**src/rtl/stc_pkg.sv**
```systemverilog
package stc_pkg;
  localparam int NREG = 6;
  localparam int unsigned REG_INDEX [NREG] = '{32'h0, 32'h2, 32'h4, 32'h6, 32'h8, 32'hA};
  localparam int SEL_TAPCTL = 0;
  localparam int SEL_TAPSEL = 1;
  localparam int SEL_CAPT   = 2;
  localparam int SEL_CKSEL  = 3;
  localparam int SEL_RTCTL  = 4;
  localparam int SEL_RTSTAT = 5;
  localparam int TAPEN_BIT  = 0;
  localparam int CNT_LSB    = 16;
  localparam int CKSEL_BIT  = 0;
  localparam int ARM_BIT    = 1;
  localparam int ERR_BIT    = 2;
endpackage

```
**src/rtl/stc_addr_dec.sv**
```systemverilog
module stc_addr_dec
  import stc_pkg::*;
#(
  parameter int ADDR_W    = 8,
  parameter int BUS_SHIFT = 2
) (
  input  logic [ADDR_W-1:0] addr,
  output logic [NREG-1:0]   hit
);
  localparam int IDX_W = ADDR_W - BUS_SHIFT;
  localparam logic [ADDR_W-1:0] LOW_MASK = ADDR_W'((1 << BUS_SHIFT) - 1);

  logic             aligned;
  logic [IDX_W-1:0] idx;

  assign aligned = ((addr & LOW_MASK) == '0);
  assign idx     = addr[ADDR_W-1:BUS_SHIFT];

  for (genvar g = 0; g < NREG; g++) begin : g_hit
    assign hit[g] = aligned && (idx == IDX_W'(REG_INDEX[g]));
  end
endmodule

```
**src/rtl/stc_cfg_regs.sv**
```systemverilog
module stc_cfg_regs
  import stc_pkg::*;
#(
  parameter int CNT_W      = 8,
  parameter int TAP_W      = 8,
  parameter int CAPT_W     = 16,
  parameter int TAPCNT_RST = 8
) (
  input  logic              clk,
  input  logic              rst,
  input  logic [NREG-1:0]   we,
  input  logic [31:0]       wdata,
  output logic              tap_en,
  output logic [CNT_W-1:0]  tap_cnt,
  output logic [TAP_W-1:0]  tap_pos,
  output logic [CAPT_W-1:0] capt,
  output logic              ck_sel,
  output logic              arm
);
  always_ff @(posedge clk) begin
    if (rst) begin
      tap_en  <= 1'b0;
      tap_cnt <= CNT_W'(TAPCNT_RST);
      tap_pos <= '0;
      capt    <= '0;
      ck_sel  <= 1'b0;
      arm     <= 1'b0;
    end else begin
      if (we[SEL_TAPCTL]) begin
        tap_en  <= wdata[TAPEN_BIT];
        tap_cnt <= wdata[CNT_LSB +: CNT_W];
      end
      if (we[SEL_TAPSEL]) tap_pos <= wdata[TAP_W-1:0];
      if (we[SEL_CAPT])   capt    <= wdata[CAPT_W-1:0];
      if (we[SEL_CKSEL])  ck_sel  <= wdata[CKSEL_BIT];
      if (we[SEL_RTCTL])  arm     <= wdata[ARM_BIT];
    end
  end
endmodule

```
**src/rtl/stc_err_flag.sv**
```systemverilog
module stc_err_flag (
  input  logic clk,
  input  logic rst,
  input  logic set_i,
  input  logic clr_i,
  output logic flag_o
);
  always_ff @(posedge clk) begin
    if (rst)        flag_o <= 1'b0;
    else if (set_i) flag_o <= 1'b1;
    else if (clr_i) flag_o <= 1'b0;
  end
endmodule

```
**src/rtl/stc_tune_regs.sv**
```systemverilog
module stc_tune_regs
  import stc_pkg::*;
#(
  parameter int ADDR_W     = 8,
  parameter int BUS_SHIFT  = 2,
  parameter int CNT_W      = 8,
  parameter int TAP_W      = 8,
  parameter int CAPT_W     = 16,
  parameter int TAPCNT_RST = 8
) (
  input  logic              clk,
  input  logic              rst,
  input  logic              req_valid,
  input  logic              req_write,
  input  logic [ADDR_W-1:0] req_addr,
  input  logic [31:0]       req_wdata,
  output logic [31:0]       rd_data,
  input  logic              err_pulse_i,
  output logic              tap_enable_o,
  output logic [CNT_W-1:0]  tap_count_o,
  output logic [TAP_W-1:0]  tap_select_o,
  output logic [CAPT_W-1:0] capture_phase_o,
  output logic              tuned_clk_sel_o,
  output logic              retune_arm_o,
  output logic              retune_req_o
);
  logic [NREG-1:0] reg_hit;
  logic [NREG-1:0] reg_we;
  logic            err_clr;
  logic            err_flag_q;
  logic [31:0]     rd_mux;

  stc_addr_dec #(.ADDR_W(ADDR_W), .BUS_SHIFT(BUS_SHIFT)) u_dec (
    .addr (req_addr),
    .hit  (reg_hit)
  );

  assign reg_we  = (req_valid && req_write) ? reg_hit : '0;
  assign err_clr = reg_we[SEL_RTSTAT] && !req_wdata[ERR_BIT];

  stc_cfg_regs #(
    .CNT_W(CNT_W), .TAP_W(TAP_W), .CAPT_W(CAPT_W), .TAPCNT_RST(TAPCNT_RST)
  ) u_cfg (
    .clk     (clk),
    .rst     (rst),
    .we      (reg_we),
    .wdata   (req_wdata),
    .tap_en  (tap_enable_o),
    .tap_cnt (tap_count_o),
    .tap_pos (tap_select_o),
    .capt    (capture_phase_o),
    .ck_sel  (tuned_clk_sel_o),
    .arm     (retune_arm_o)
  );

  stc_err_flag u_flag (
    .clk    (clk),
    .rst    (rst),
    .set_i  (err_pulse_i),
    .clr_i  (err_clr),
    .flag_o (err_flag_q)
  );

  always_comb begin
    rd_mux = '0;
    unique case (1'b1)
      reg_hit[SEL_TAPCTL]: rd_mux = (32'(tap_count_o) << CNT_LSB) | (32'(tap_enable_o) << TAPEN_BIT);
      reg_hit[SEL_TAPSEL]: rd_mux = 32'(tap_select_o);
      reg_hit[SEL_CAPT]:   rd_mux = 32'(capture_phase_o);
      reg_hit[SEL_CKSEL]:  rd_mux = 32'(tuned_clk_sel_o) << CKSEL_BIT;
      reg_hit[SEL_RTCTL]:  rd_mux = 32'(retune_arm_o) << ARM_BIT;
      reg_hit[SEL_RTSTAT]: rd_mux = 32'(err_flag_q) << ERR_BIT;
      default:             rd_mux = '0;
    endcase
  end

  always_ff @(posedge clk) begin
    if (rst) begin
      rd_data      <= '0;
      retune_req_o <= 1'b0;
    end else begin
      if (req_valid && !req_write) rd_data <= rd_mux;
      retune_req_o <= retune_arm_o && err_flag_q;
    end
  end
endmodule

```
**config.mk**
```make
export PLATFORM = sky130hd
export DESIGN_NAME = stc_tune_regs
export DESIGN_NICKNAME = d
export VERILOG_FILES = /design/src/rtl/stc_pkg.sv /design/src/rtl/stc_addr_dec.sv /design/src/rtl/stc_cfg_regs.sv /design/src/rtl/stc_err_flag.sv /design/src/rtl/stc_tune_regs.sv
export SDC_FILE = /design/constraint.sdc
export NUM_CORES = 1
export LEC_CHECK = 0
export ABC_AREA = 1
export ABC_CLOCK_PERIOD_IN_PS = 2100
export BUFFER_PORTS_ARGS = -buffer_cell sky130_fd_sc_hd__buf_4
export CAP_MARGIN = 20
export CORE_MARGIN = 3
export CORE_UTILIZATION = 50
export DETAILED_ROUTE_END_ITERATION = 10
export HOLD_SLACK_MARGIN = 0.15
export PLACE_DENSITY_LB_ADDON = 0.2
export SYNTH_ARGS = -nofsm -noshare
export SYNTH_HDL_FRONTEND = slang
export SYNTH_SLANG_ARGS = --single-unit
```
**constraint.sdc**
```tcl
create_clock -name clk -period 2.1 [get_ports clk]
set_input_delay 0.42 -clock clk [delete_from_list [all_inputs] [get_ports clk]]
set_output_delay 0.42 -clock clk [all_outputs]
set_load 0.03 [all_outputs]
```
# ---- Word-level counts from Yosys, hierarchy flattened
# Index checks and enable logic that the tools add are counted.
dict set report totals {
  ff_bits 69
  input_bits 45
  output_inout_bits 68
}
dict set report op_classes {
  eq_ne 5
  muxes 4
  bitwise 1
  reduce_logical 15
}
# cell count
set op_table {}
lappend op_table {{$pmux W24 S6} 1}
lappend op_table {{$or A24 B1 Y24} 1}
lappend op_table {{$eq A6 B3 Y1 const B} 2}
lappend op_table {{$eq A6 B4 Y1 const B} 2}
lappend op_table {{$logic_and A1 B1 Y1} 10}
lappend op_table {{$logic_not A8 Y1} 1}
lappend op_table {{$eq A6 B2 Y1 const B} 1}
lappend op_table {{$logic_not A6 Y1} 1}
lappend op_table {{$mux W6} 1}
lappend op_table {{$logic_not A1 Y1} 2}
lappend op_table {{$mux W1} 2}
lappend op_table {{$reduce_bool A2 Y1} 1}

# ---- Logic depth before layout (Yosys ltp)
# Gate-level depths: netlist of run 1.
dict set report logic_depth {
  word_depth 6
  mapped_depth 10
  ltp_nobuf 9
}

# ---- Modules after synthesis
# From an unflattened synthesis of run 1, not the netlist that was laid out.
dict set report unflattened {
  cells_unflattened 402
  hier_area_um2 2732.6
}
# module instances cells_each area_each_um2 seq_area_each_um2
set by_module_without_submodules {}
lappend by_module_without_submodules {stc_cfg_regs 1 209 1411.4 700.7}
lappend by_module_without_submodules {stc_tune_regs 1 165 1184.9 500.5}
lappend by_module_without_submodules {stc_addr_dec 1 23 96.3 0.0}
lappend by_module_without_submodules {stc_err_flag 1 5 40.0 20.0}

# ---- Worst setup path before layout of run 1
# OpenSTA, ideal clock, no wires.
dict set report synth_timing {
  path_type {input to register}
  startpoint {in req_addr[2]}
  endpoint {reg u_cfg.capt[0]}
  arrival_ns 1.192
  t_required_ns 1.984
  path_slack_ns 0.792
  cell_stages 9
  path_buffers 1
  path_cell_list {nor2_1 > nand2_2 > inv_2 > nand2_4 > nor2_8 > inv_4 > buf_8 > nor2_1 > nor2_1}
}
dict set report synth_via {
  elab_chain_cells 3
}
# element line
set synth_lines {}
lappend synth_lines {{start, declared} stc_tune_regs.sv:15} ;# input logic [ADDR_W-1:0] req_addr,
lappend synth_lines {{$eq A6 B3 Y1} stc_addr_dec.sv:20} ;# assign hit[g] = aligned && (idx == IDX_W'(REG_INDEX[g]));
lappend synth_lines {{$logic_and A1 B1 Y1} stc_addr_dec.sv:20}
lappend synth_lines {{$mux W6} stc_tune_regs.sv:38} ;# assign reg_we = (req_valid && req_write) ? reg_hit : '0;
lappend synth_lines {{end signal, assigned} stc_cfg_regs.sv:34} ;# if (we[SEL_CAPT]) capt <= wdata[CAPT_W-1:0];
lappend synth_lines {{end, declared} stc_cfg_regs.sv:16} ;# output logic [CAPT_W-1:0] capt,
# Every way passes these cells.
# A chain may end at the register's enable or synchronous reset.

# ---- Worst setup path after layout of run 1
dict set report layout_timing {
  startpoint {in req_addr[2]}
  endpoint {reg u_cfg.capt[3]}
}
# Same word-level chain as after synthesis.

==> results.txt, run 1 <==
DR vias/cell -> 4.90
Yosys reg bits -> 61
Core Area -> 4790 sq um
Total Nets Final -> 472
Area contributors post-synth -> dfxtp_1 (48%), o21ai_0 (10%), nor2_1 (9.5%)
clock-pin slew of the registers on the worst-case setup and hold paths -> 0.07 ns
Sink Count -> 61
RSZ-0062 raised after global routing -> no
final core occ -> 71.9%
setup TNS -> 0 ns
commonest non-fill, non-tap cell in the layout -> buf_4
Antenna Violating Nets Remaining -> 0
Clock Skew -> 0.00722 ns
max incr delay on CP -> 0.20 ns
first-pass GRT wire length -> 9.73 mm
status -> complete, no violations
fmax -> 765 MHz
worst r2r src -> u_cfg.capt[6]
Setup Buffers After CTS -> 0
Required @ worst endpoint -> 2.31 ns
syn_area_per_cell -> 7.61 sq um
uppermost layer routed -> met4
stages on the worst setup path -> 9
detailed-route DRC error count -> 0
Hold Crit Start -> err_pulse_i
Initial DRC Count -> 197
post-cts resize count -> 0
Final period util -> 62.3%
Post-Syn Area -> 2520 sq um
Hold WC Path Type -> input pin to flop
clk buf depth -> 2
VDD IR max -> 0.459 mV
die extent in x -> 77.0 um
worst-path fanout max -> 19
critical path startpoint category -> input pin
Final Max Tran Viols -> 0
RD Place Congestion -> 0.849
most frequent cells in the layout -> buf_4 (99), nor2_1 (63), dfxtp_1 (61)
CTS root buffer -> clkbuf_8
max_cap viols -> 0
CTS buffer count -> 9
Slowest cell on crit path -> nor2_8
hold depth -> 3
synthesis-to-finish area growth -> 36.7%
GR Util All Layers -> 20.5%
vias in the first global route -> 2158
drt total wl -> 6.12 mm
CP endpoint kind -> flop
M1 WL -> 2.63 mm
routed via count -> 2446
worst reg-to-reg path cell count -> 4
initial antenna violation count -> 0
TritonRoute pass-1 iters -> 4
fraction of layout cells with a size suffix above 1 -> 31.0%
cell taking the most area after synthesis -> dfxtp_1
Ant. Diodes -> 0
CTS tree -> done
wire per inst -> 12.3 um
met2 wire len -> 2.89 mm
worst skew pair latency -> 0.33 ns
grt ovf -> 0
H-tree lvl count -> 3
hold-fix buffers at CTS -> 0
Initial Util -> 52.6%
metal3 WL -> 485 um
dpl hpwl -> 4.36 mm
Die ar. -> 5930 sq um
final setup fails -> 0
maximum number of pins on one net before global-route repair -> 49
CP arrival -> 1.52 ns
PortBufs -> 96
Top Ports -> 113
critical path buffer and inverter count -> 3
Critical Path Start -> req_addr[2]
post-synthesis sequential area ratio -> 48.5%
overall power -> 2.50 mW
final hold violation count -> 0
crit path kind -> input pin to flop
Gate Count Post-Synth -> 331
top cell type's share of synthesized area -> 48.5%
# rows -> 25
Pwr Density -> 727 nW/um^2
yosys warns -> 0
leak pwr -> 1.61 nW
worst-path cell chain -> buf_4 > nor2_1 > nand2_2 > inv_2 > nand2_4 > nor2_8 > inv_4 > o21ai_0 > a21oi_1
Final min period -> 1.31 ns
count of different cell masters after synthesis -> 26
die height -> 77.0 um
delay-heaviest family, CP -> simple AND/OR/NAND/NOR gates
-- metrics by stage --
stage | std cells | instance area [sq um] | setup WS, ns | hold slack [ns]
after detailed placement | 483 | 3240 | 0.460 | 0.447
after floorplan | 338 | 2540 | 0.792 | 0.432
after global routing | 499 | 3440 | 0.722 | 0.290
after CTS | 499 | 3440 | 0.787 | 0.284
after global placement | 483 | 3240 | 0.477 | 0.439
final | 499 | 3440 | 0.792 | 0.297
-- state kept, by name, indices dropped and copies added, names as in the netlist --
signal / cells
rd_data: 24
retune_req_o: 1
u_cfg.arm: 1
u_cfg.capt: 16
u_cfg.ck_sel: 1
u_cfg.tap_cnt: 8
u_cfg.tap_en: 1
u_cfg.tap_pos: 8
u_flag.flag_o: 1
-- final cells by class --
class | count | area (sq um)
well taps | 67 | 83.8
clock buffers | 11 | 131
flip-flops and latches | 61 | 1220
repair buffers | 99 | 743
fillers | 415 | 1340
clock inverters | 5 | 75.1
multi-input cells | 236 | 1110
inverters | 20 | 80.1
-- metal layers --
metal  GRT usage [%]  up-vias
met5               0        -
met4            9.79        0
met2            34.0       84
met3            6.69       10
met1            23.9     1107
li1                -     1245
-- worst reg2reg max path: cells and delay by family (launching register included) --
kind                   cells  cell delay (ns)
buffers and inverters      1             0.05
DFF                        1             0.32
AOI/OAI and AO/OA          2             0.35
and+or+nand+nor            1             0.08
-- power breakdown --
| part | switching (mW) | total (mW) | leakage [nW] | internal, mW |
|---|---|---|---|---|
| combinational | 0.138 | 0.226 | 1.01 | 0.0883 |
| clock | 0.428 | 1.09 | 0.107 | 0.663 |
| sequential | 0.00995 | 1.19 | 0.494 | 1.18 |
| total | 0.575 | 2.50 | 1.61 | 1.93 |
-- path summary, 6_finish.rpt --
| check | end | slack (ns) |
|---|---|---|
| worst max register to register | rd_data[6] | 1.23 |
| worst max-delay path | u_cfg.capt[3] | 0.79 |
| worst min-delay path | u_flag.flag_o | 0.30 |
| worst min register to register | retune_req_o | 0.46 |
-- synthesized netlist by cell type --
cell type,number
nor2_4,3
buf_4,8
a21oi_1,30
buf_2,1
buf_6,2
inv_1,14
a21oi_2,1
nor2_8,2
nand3_1,7
clkbuf_2,1
nand2_2,2
nor2_1,64
inv_2,3
a211oi_2,1
nand2_4,3
o21ai_0,52
clkbuf_1,8
buf_8,1
clkinv_2,2
dfxtp_1,61
nor2_2,1
inv_4,1
nand2_1,60
a211oi_1,1
nand3_2,1
conb_1,1
-- cells by family after synthesis --
family,count (synthesis),synth area share [%]
AO/OA/AOI/OAI,85,17.4
buffers and inverters,41,8.64
flip-flops,61,48.5
other,1,0.149
AND/OR/NAND/NOR,143,25.3
No activity file was read; power rests on OpenSTA's default activity.
==> run 2: changes to the inputs <==
ABC_CLOCK_PERIOD_IN_PS = 1200   (was 2100)
CORE_UTILIZATION = 42   (was 50)
clock period = 1.2 ns   (was 2.1 ns; I/O delays follow)
==> run 2 against run 1 <==
  * Die area increased by 18%
  * Hold slack got worse by 0.14 ns
  * Routed wire length increased by 12%
  * Critical path depth decreased by 8
  * Largest power group unchanged
  * Global-route usage decreased by 0.27 points
  * Critical path type is now flop to output pin
  * Total power increased by 84%
  * Non-clock buffer count increased by 27
  * Clock-buffer cell count increased by 1
  * Core utilization decreased by 5.5 points
  * Clock power increased by 90%
==> results.txt, run 2 (same netlist as run 1, synthesis figures left out) <==
Cell Area, Placed -> 3410 sq um (+5.2%)
CTS tree -> done
Core Area -> 5640 sq um (+18%)
worst skew pair latency -> 0.33 ns (about the same)
synthesis-to-finish area growth -> 48.9%
final hold violation count -> 0 (unchanged)
Final period util -> 93.8%
max_cap viols -> 0 (unchanged)
GR Util All Layers -> 20.2% (-0.27 points)
setup TNS -> 0 ns (unchanged)
# rows -> 27 (+8.0%)
TritonRoute pass-1 iters -> 4 (unchanged)
PortBufs -> 96 (unchanged)
detailed-route DRC error count -> 0 (unchanged)
worst reg-to-reg path cell count -> 4 (unchanged)
CP endpoint kind -> output pin
final setup fails -> 0 (unchanged)
dpl hpwl -> 4.85 mm (+11%)
drt total wl -> 6.85 mm (+12%)
critical path startpoint category -> flop
Total Nets Final -> 499 (+5.7%)
fraction of layout cells with a size suffix above 1 -> 32.7% (+1.7 points)
CP arrival -> 0.89 ns (-0.63 ns)
Top Ports -> 113 (unchanged)
critical path buffer and inverter count -> 1 (-2)
Ant. Diodes -> 0 (unchanged)
Initial Util -> 44.6% (-8.0 points)
initial antenna violation count -> 0 (unchanged)
Final Max Tran Viols -> 0 (unchanged)
Critical Path Start -> u_cfg.arm
leading registers by flop count -> rd_data: 24 flops, u_cfg.capt: 16 flops
Hold WC Path Type -> input pin to flop
RSZ-0062 raised after global routing -> no
Pwr Density -> 1230 nW/um^2 (+69%)
Slowest cell on crit path -> dfxtp_1
Final min period -> 1.13 ns
routed via count -> 2532 (+3.5%)
RD Place Congestion -> 0.773 (-9.0%)
maximum number of pins on one net before global-route repair -> 30 (-39%)
die extent in x -> 83.4 um (+8.4%)
final core occ -> 66.5% (-5.5 points)
crit path kind -> flop to output pin
fmax -> 888 MHz
Die ar. -> 6960 sq um (+18%)
Antenna Violating Nets Remaining -> 0 (unchanged)
vias in the first global route -> 2439 (+13%)
max FFs per register -> 24 (unchanged)
flop2flop setup slack -> 0.28 ns (-0.95 ns)
DR vias/cell -> 4.77 (-2.7%)
Clock Skew -> 0.00994 ns (+0.00272 ns)
grt ovf -> 0 (unchanged)
H-tree lvl count -> 3 (unchanged)
Required @ worst endpoint -> 0.96 ns (-1.35 ns)
stages on the worst setup path -> 1 (-8)
worst-path cell chain -> buf_4
R2R Path End -> rd_data[0]
die height -> 83.4 um (+8.4%)
most frequent cells in the layout -> buf_4 (110), nor2_1 (63), dfxtp_1 (61)
commonest non-fill, non-tap cell in the layout -> buf_4
clk buf depth -> 2 (unchanged)
CTS root buffer -> clkbuf_8
Placed Cells incl. Taps -> 503 (+4.1%)
Layout Cell Area excl Fill -> 3750 sq um (+8.9%)
worst r2r src -> u_cfg.capt[0]
crit path to -> retune_arm_o
wire per inst -> 12.9 um (+5.2%)
max incr delay on CP -> 0.38 ns (+0.18 ns)
Initial DRC Count -> 112 (-43%)
delay-heaviest family, CP -> flip-flops
CTS buffer count -> 9 (unchanged)
fillcell total -> 479 (+15%)
Top reg by flops -> rd_data
worst-path fanout max -> 4 (-15)
Post-Layout Cell Count -> 531 (+6.4%)
Sink Count -> 61 (unchanged)
status -> complete, no violations
VDD IR max -> 0.753 mV (+64%)
clock-pin slew of the registers on the worst-case setup and hold paths -> 0.07 ns (about the same)
leak pwr -> 1.77 nW (+9.4%)
first-pass GRT wire length -> 11.6 mm (+19%)
overall power -> 4.60 mW (+84%)
==> run 2: cell types whose count changed in the layout (fill, tap and decap cells not counted) <==
cell	previous run	this run
dlygate4sd3_1	0	12
buf_4	99	110
clkbuf_1	2	1
clkinv_2	5	4
clkbuf_8	9	11
buf_12	0	4
==> run 2: stage by stage <==
stage,hold slack [ns],worst slack (ns)
detailed placement,0.452,-0.158
global placement,0.445,-0.124
floorplan,0.309,0.0720
global route,0.166,0.0125
finish,0.159,0.0743
CTS,0.152,0.0672
==> run 2: power breakdown <==
part	internal (mW)	switching, mW
combinational	0.205	0.257
sequential	2.06	0.0183
clock	1.28	0.789
==> run 2: layer usage <==
metal  GRT usage (%)  routed length [um]  up-vias
met3            5.36                 429       14
met4            7.46                 136        0
met5               0                   0        -
met2            34.8                3400       78
li1                -                   -     1296
met1            24.2                2880     1144
==> run 2: worst min path at each step <==
| stage | startpoint | to | slack [ns] | cells past startpoint |
|---|---|---|---|---|
| after CTS | req_wdata[16] | u_cfg.tap_cnt[0] | 0.15 | 3 |
| after detailed placement | req_wdata[19] | u_cfg.tap_cnt[3] | 0.45 | 3 |
| after floorplan | rst | u_cfg.arm | 0.31 | 1 |
| after global placement | u_flag.flag_o | retune_req_o | 0.44 | 2 |
| after global routing | req_wdata[3] | u_cfg.tap_pos[3] | 0.17 | 3 |
| final | req_wdata[18] | u_cfg.tap_cnt[2] | 0.16 | 3 |
==> run 2: final cells by class <==
| cell class | count | area [sq um] | share of cell area [%] |
|---|---|---|---|
| Inverter | 20 | 80.1 | 2.13 |
| Clock buffer | 12 | 155 | 4.14 |
| Sequential cell | 61 | 1220 | 32.6 |
| Timing Repair Buffer | 126 | 1030 | 27.4 |
| Clock inverter | 4 | 70.1 | 1.87 |
| Tap cell | 72 | 90.1 | 2.40 |
| Multi-Input combinational cell | 236 | 1110 | 29.6 |
==> run 2: what timing repair did <==
item,4_1_cts,5_1_grt
resized for setup,0,0
hold buffers,12,0
endpoints found under the hold margin,12,0
buffers inserted,0,0
setup endpoints to repair,0,0
==> run 3: changes to the inputs <==
CORE_ASPECT_RATIO = 0.75   (was unset)
==> run 3 against run 2 <==
  * Total power shrank 12%
  * Sequential power is essentially flat
  * Clock skew shrank 0.0031 ns
  * Sequential cell count is the same
  * First-iteration DRC count shrank 6.3%
  * Critical path type unchanged
  * Critical endpoint is now tap_select_o[2]
  * Largest power group unchanged
==> results.txt, run 3 (same netlist as run 1, synthesis figures left out) <==
routed via count -> 2489 (-1.7%)
stages on the worst setup path -> 1 (unchanged)
Setup Buffers After CTS -> 0 (unchanged)
met2 wire len -> 3.01 mm (-12%)
Final Max Tran Viols -> 0 (unchanged)
RD Place Congestion -> 0.864 (+12%)
Initial Util -> 45.3% (+0.70 points)
maximum number of pins on one net before global-route repair -> 33 (+10%)
worst skew pair latency -> 0.33 ns (about the same)
synthesis-to-finish area growth -> 44.7%
critical path startpoint category -> flop
Post-Layout Cell Count -> 530 (-0.19%)
die extent in x -> 95.4 um (+14%)
worst-path fanout max -> 3 (-1)
worst r2r src -> u_cfg.capt[5]
CTS tree -> done
commonest non-fill, non-tap cell in the layout -> buf_4
fraction of layout cells with a size suffix above 1 -> 32.7% (+0.068 points)
first-pass GRT wire length -> 11.0 mm (-4.5%)
most frequent cells in the layout -> buf_4 (111), nor2_1 (63), nand2_1 (60), dfxtp_1 (60), o21ai_0 (52)
status -> complete, no violations
die height -> 73.1 um (-12%)
wire per inst -> 12.8 um (-0.53%)
fmax -> 882 MHz (-0.74%)
clk buf depth -> 2 (unchanged)
Core Area -> 5550 sq um (-1.6%)
CTS root buffer -> clkbuf_8
vias in the first global route -> 2347 (-3.8%)
Hold WC Path Type -> input pin to flop
Antenna Violating Nets Remaining -> 0 (unchanged)
critical path buffer and inverter count -> 1 (unchanged)
area of the multi-input gates -> 1110 sq um (unchanged)
Sink Count -> 61 (unchanged)
PortBufs -> 96 (unchanged)
worst reg-to-reg path cell count -> 5 (+1)
final hold violation count -> 0 (unchanged)
Cell Area, Placed -> 3380 sq um (-0.85%)
Slowest cell on crit path -> dfxtp_1
CP arrival -> 0.89 ns (about the same)
CP endpoint kind -> output pin
uppermost layer routed -> met4
GR Util All Layers -> 20.5% (+0.24 points)
M1 WL -> 3.06 mm (+6.3%)
Pwr Density -> 1110 nW/um^2 (-9.3%)
Top Ports -> 113 (unchanged)
Die ar. -> 6970 sq um (+0.14%)
max FFs per register -> 24 (unchanged)
DR vias/cell -> 4.70 (-1.5%)
crit path to -> tap_select_o[2]
Critical Path Start -> u_cfg.tap_pos[2]
fillcell total -> 521 (+8.8%)
Initial DRC Count -> 105 (-6.3%)
Required @ worst endpoint -> 0.96 ns (about the same)
Ant. Diodes -> 0 (unchanged)
# rows -> 23 (-15%)
Placed Cells incl. Taps -> 505 (+0.40%)
max incr delay on CP -> 0.39 ns (about the same)
grt ovf -> 0 (unchanged)
RSZ-0062 raised after global routing -> no
worst-path cell chain -> buf_4
hold_ws -> 0.162 ns (+0.00279 ns)
leading registers by flop count -> rd_data: 24 flops, u_cfg.capt: 16 flops
drt total wl -> 6.80 mm (-0.72%)
CTS buffer count -> 9 (unchanged)
Total Nets Final -> 496 (-0.60%)
crit path kind -> flop to output pin
Reg area -> 1220 sq um (+0.10%)
dpl hpwl -> 5.14 mm (+5.8%)
clock-pin slew of the registers on the worst-case setup and hold paths -> 0.06 ns (about the same)
max_cap viols -> 0 (unchanged)
R2R Path End -> rd_data[5]
initial antenna violation count -> 0 (unchanged)
Layout Cell Area excl Fill -> 3640 sq um (-2.8%)
detailed-route DRC error count -> 0 (unchanged)
final setup fails -> 0 (unchanged)
Final min period -> 1.13 ns (+0.00836 ns)
leak pwr -> 1.71 nW (-3.1%)
Clock Skew -> 0.00686 ns (-0.00308 ns)
Top reg by flops -> rd_data
delay-heaviest family, CP -> flip-flops
flop2flop setup slack -> 0.27 ns (about the same)
metal3 WL -> 678 um (+58%)
Final period util -> 94.5% (+0.70 points)
VDD IR max -> 0.838 mV (+11%)
TritonRoute pass-1 iters -> 4 (unchanged)
H-tree lvl count -> 3 (unchanged)
==> run 3: worst min-delay path by stage <==
stage          depth (start not counted)                to     startpoint
6_report                               3     u_cfg.capt[7]   req_wdata[7]
3_5_place_dp                           3  u_cfg.tap_cnt[3]  req_wdata[19]
4_1_cts                                3     u_cfg.capt[7]   req_wdata[7]
2_1_floorplan                          1         u_cfg.arm            rst
5_1_grt                                3     u_cfg.capt[7]   req_wdata[7]
3_3_place_gp                           3  u_cfg.tap_cnt[3]  req_wdata[19]
==> run 3: what timing repair did <==
item                       4_1_cts  5_1_grt
hold endpoints to repair        10        0
resized for setup                0        1
hold buffers                    10        0
setup endpoints to repair        0        1
==> run 3: final cells by class <==
type                       count  area share (%)
clock buffer                  11            3.88
clock inverter                 4           0.687
inverter                      20            2.20
multi-input combinational    236            30.4
sequential                    61            33.5
tap                           75            2.57
timing repair buffer         123            26.7
==> run 3: per-layer routing <==
layer	vias to the layer above	GRT usage (%)
met5	-	0
met4	0	5.21
met3	7	7.11
met2	90	32.2
met1	1101	27.1
li1	1291	-
==> run 3: power by group <==
group          switching, mW  internal (mW)
Sequential            0.0182           2.06
Combinational          0.253          0.196
Clock                  0.746          0.786
Total                   1.02           3.04
==> run 3: metrics by stage <==
step	utilization (%)	power, mW	worst slack (ns)	TNS [ns]
6_report	65.6	4.06	0.0659	0
5_1_grt	65.6	4.25	0.0233	0
4_1_cts	65.6	4.10	0.0277	0
3_5_place_dp	60.8	2.55	-0.177	-5.74
3_3_place_gp	60.8	2.54	-0.118	-4.07
2_1_floorplan	-	2.36	0.0720	0
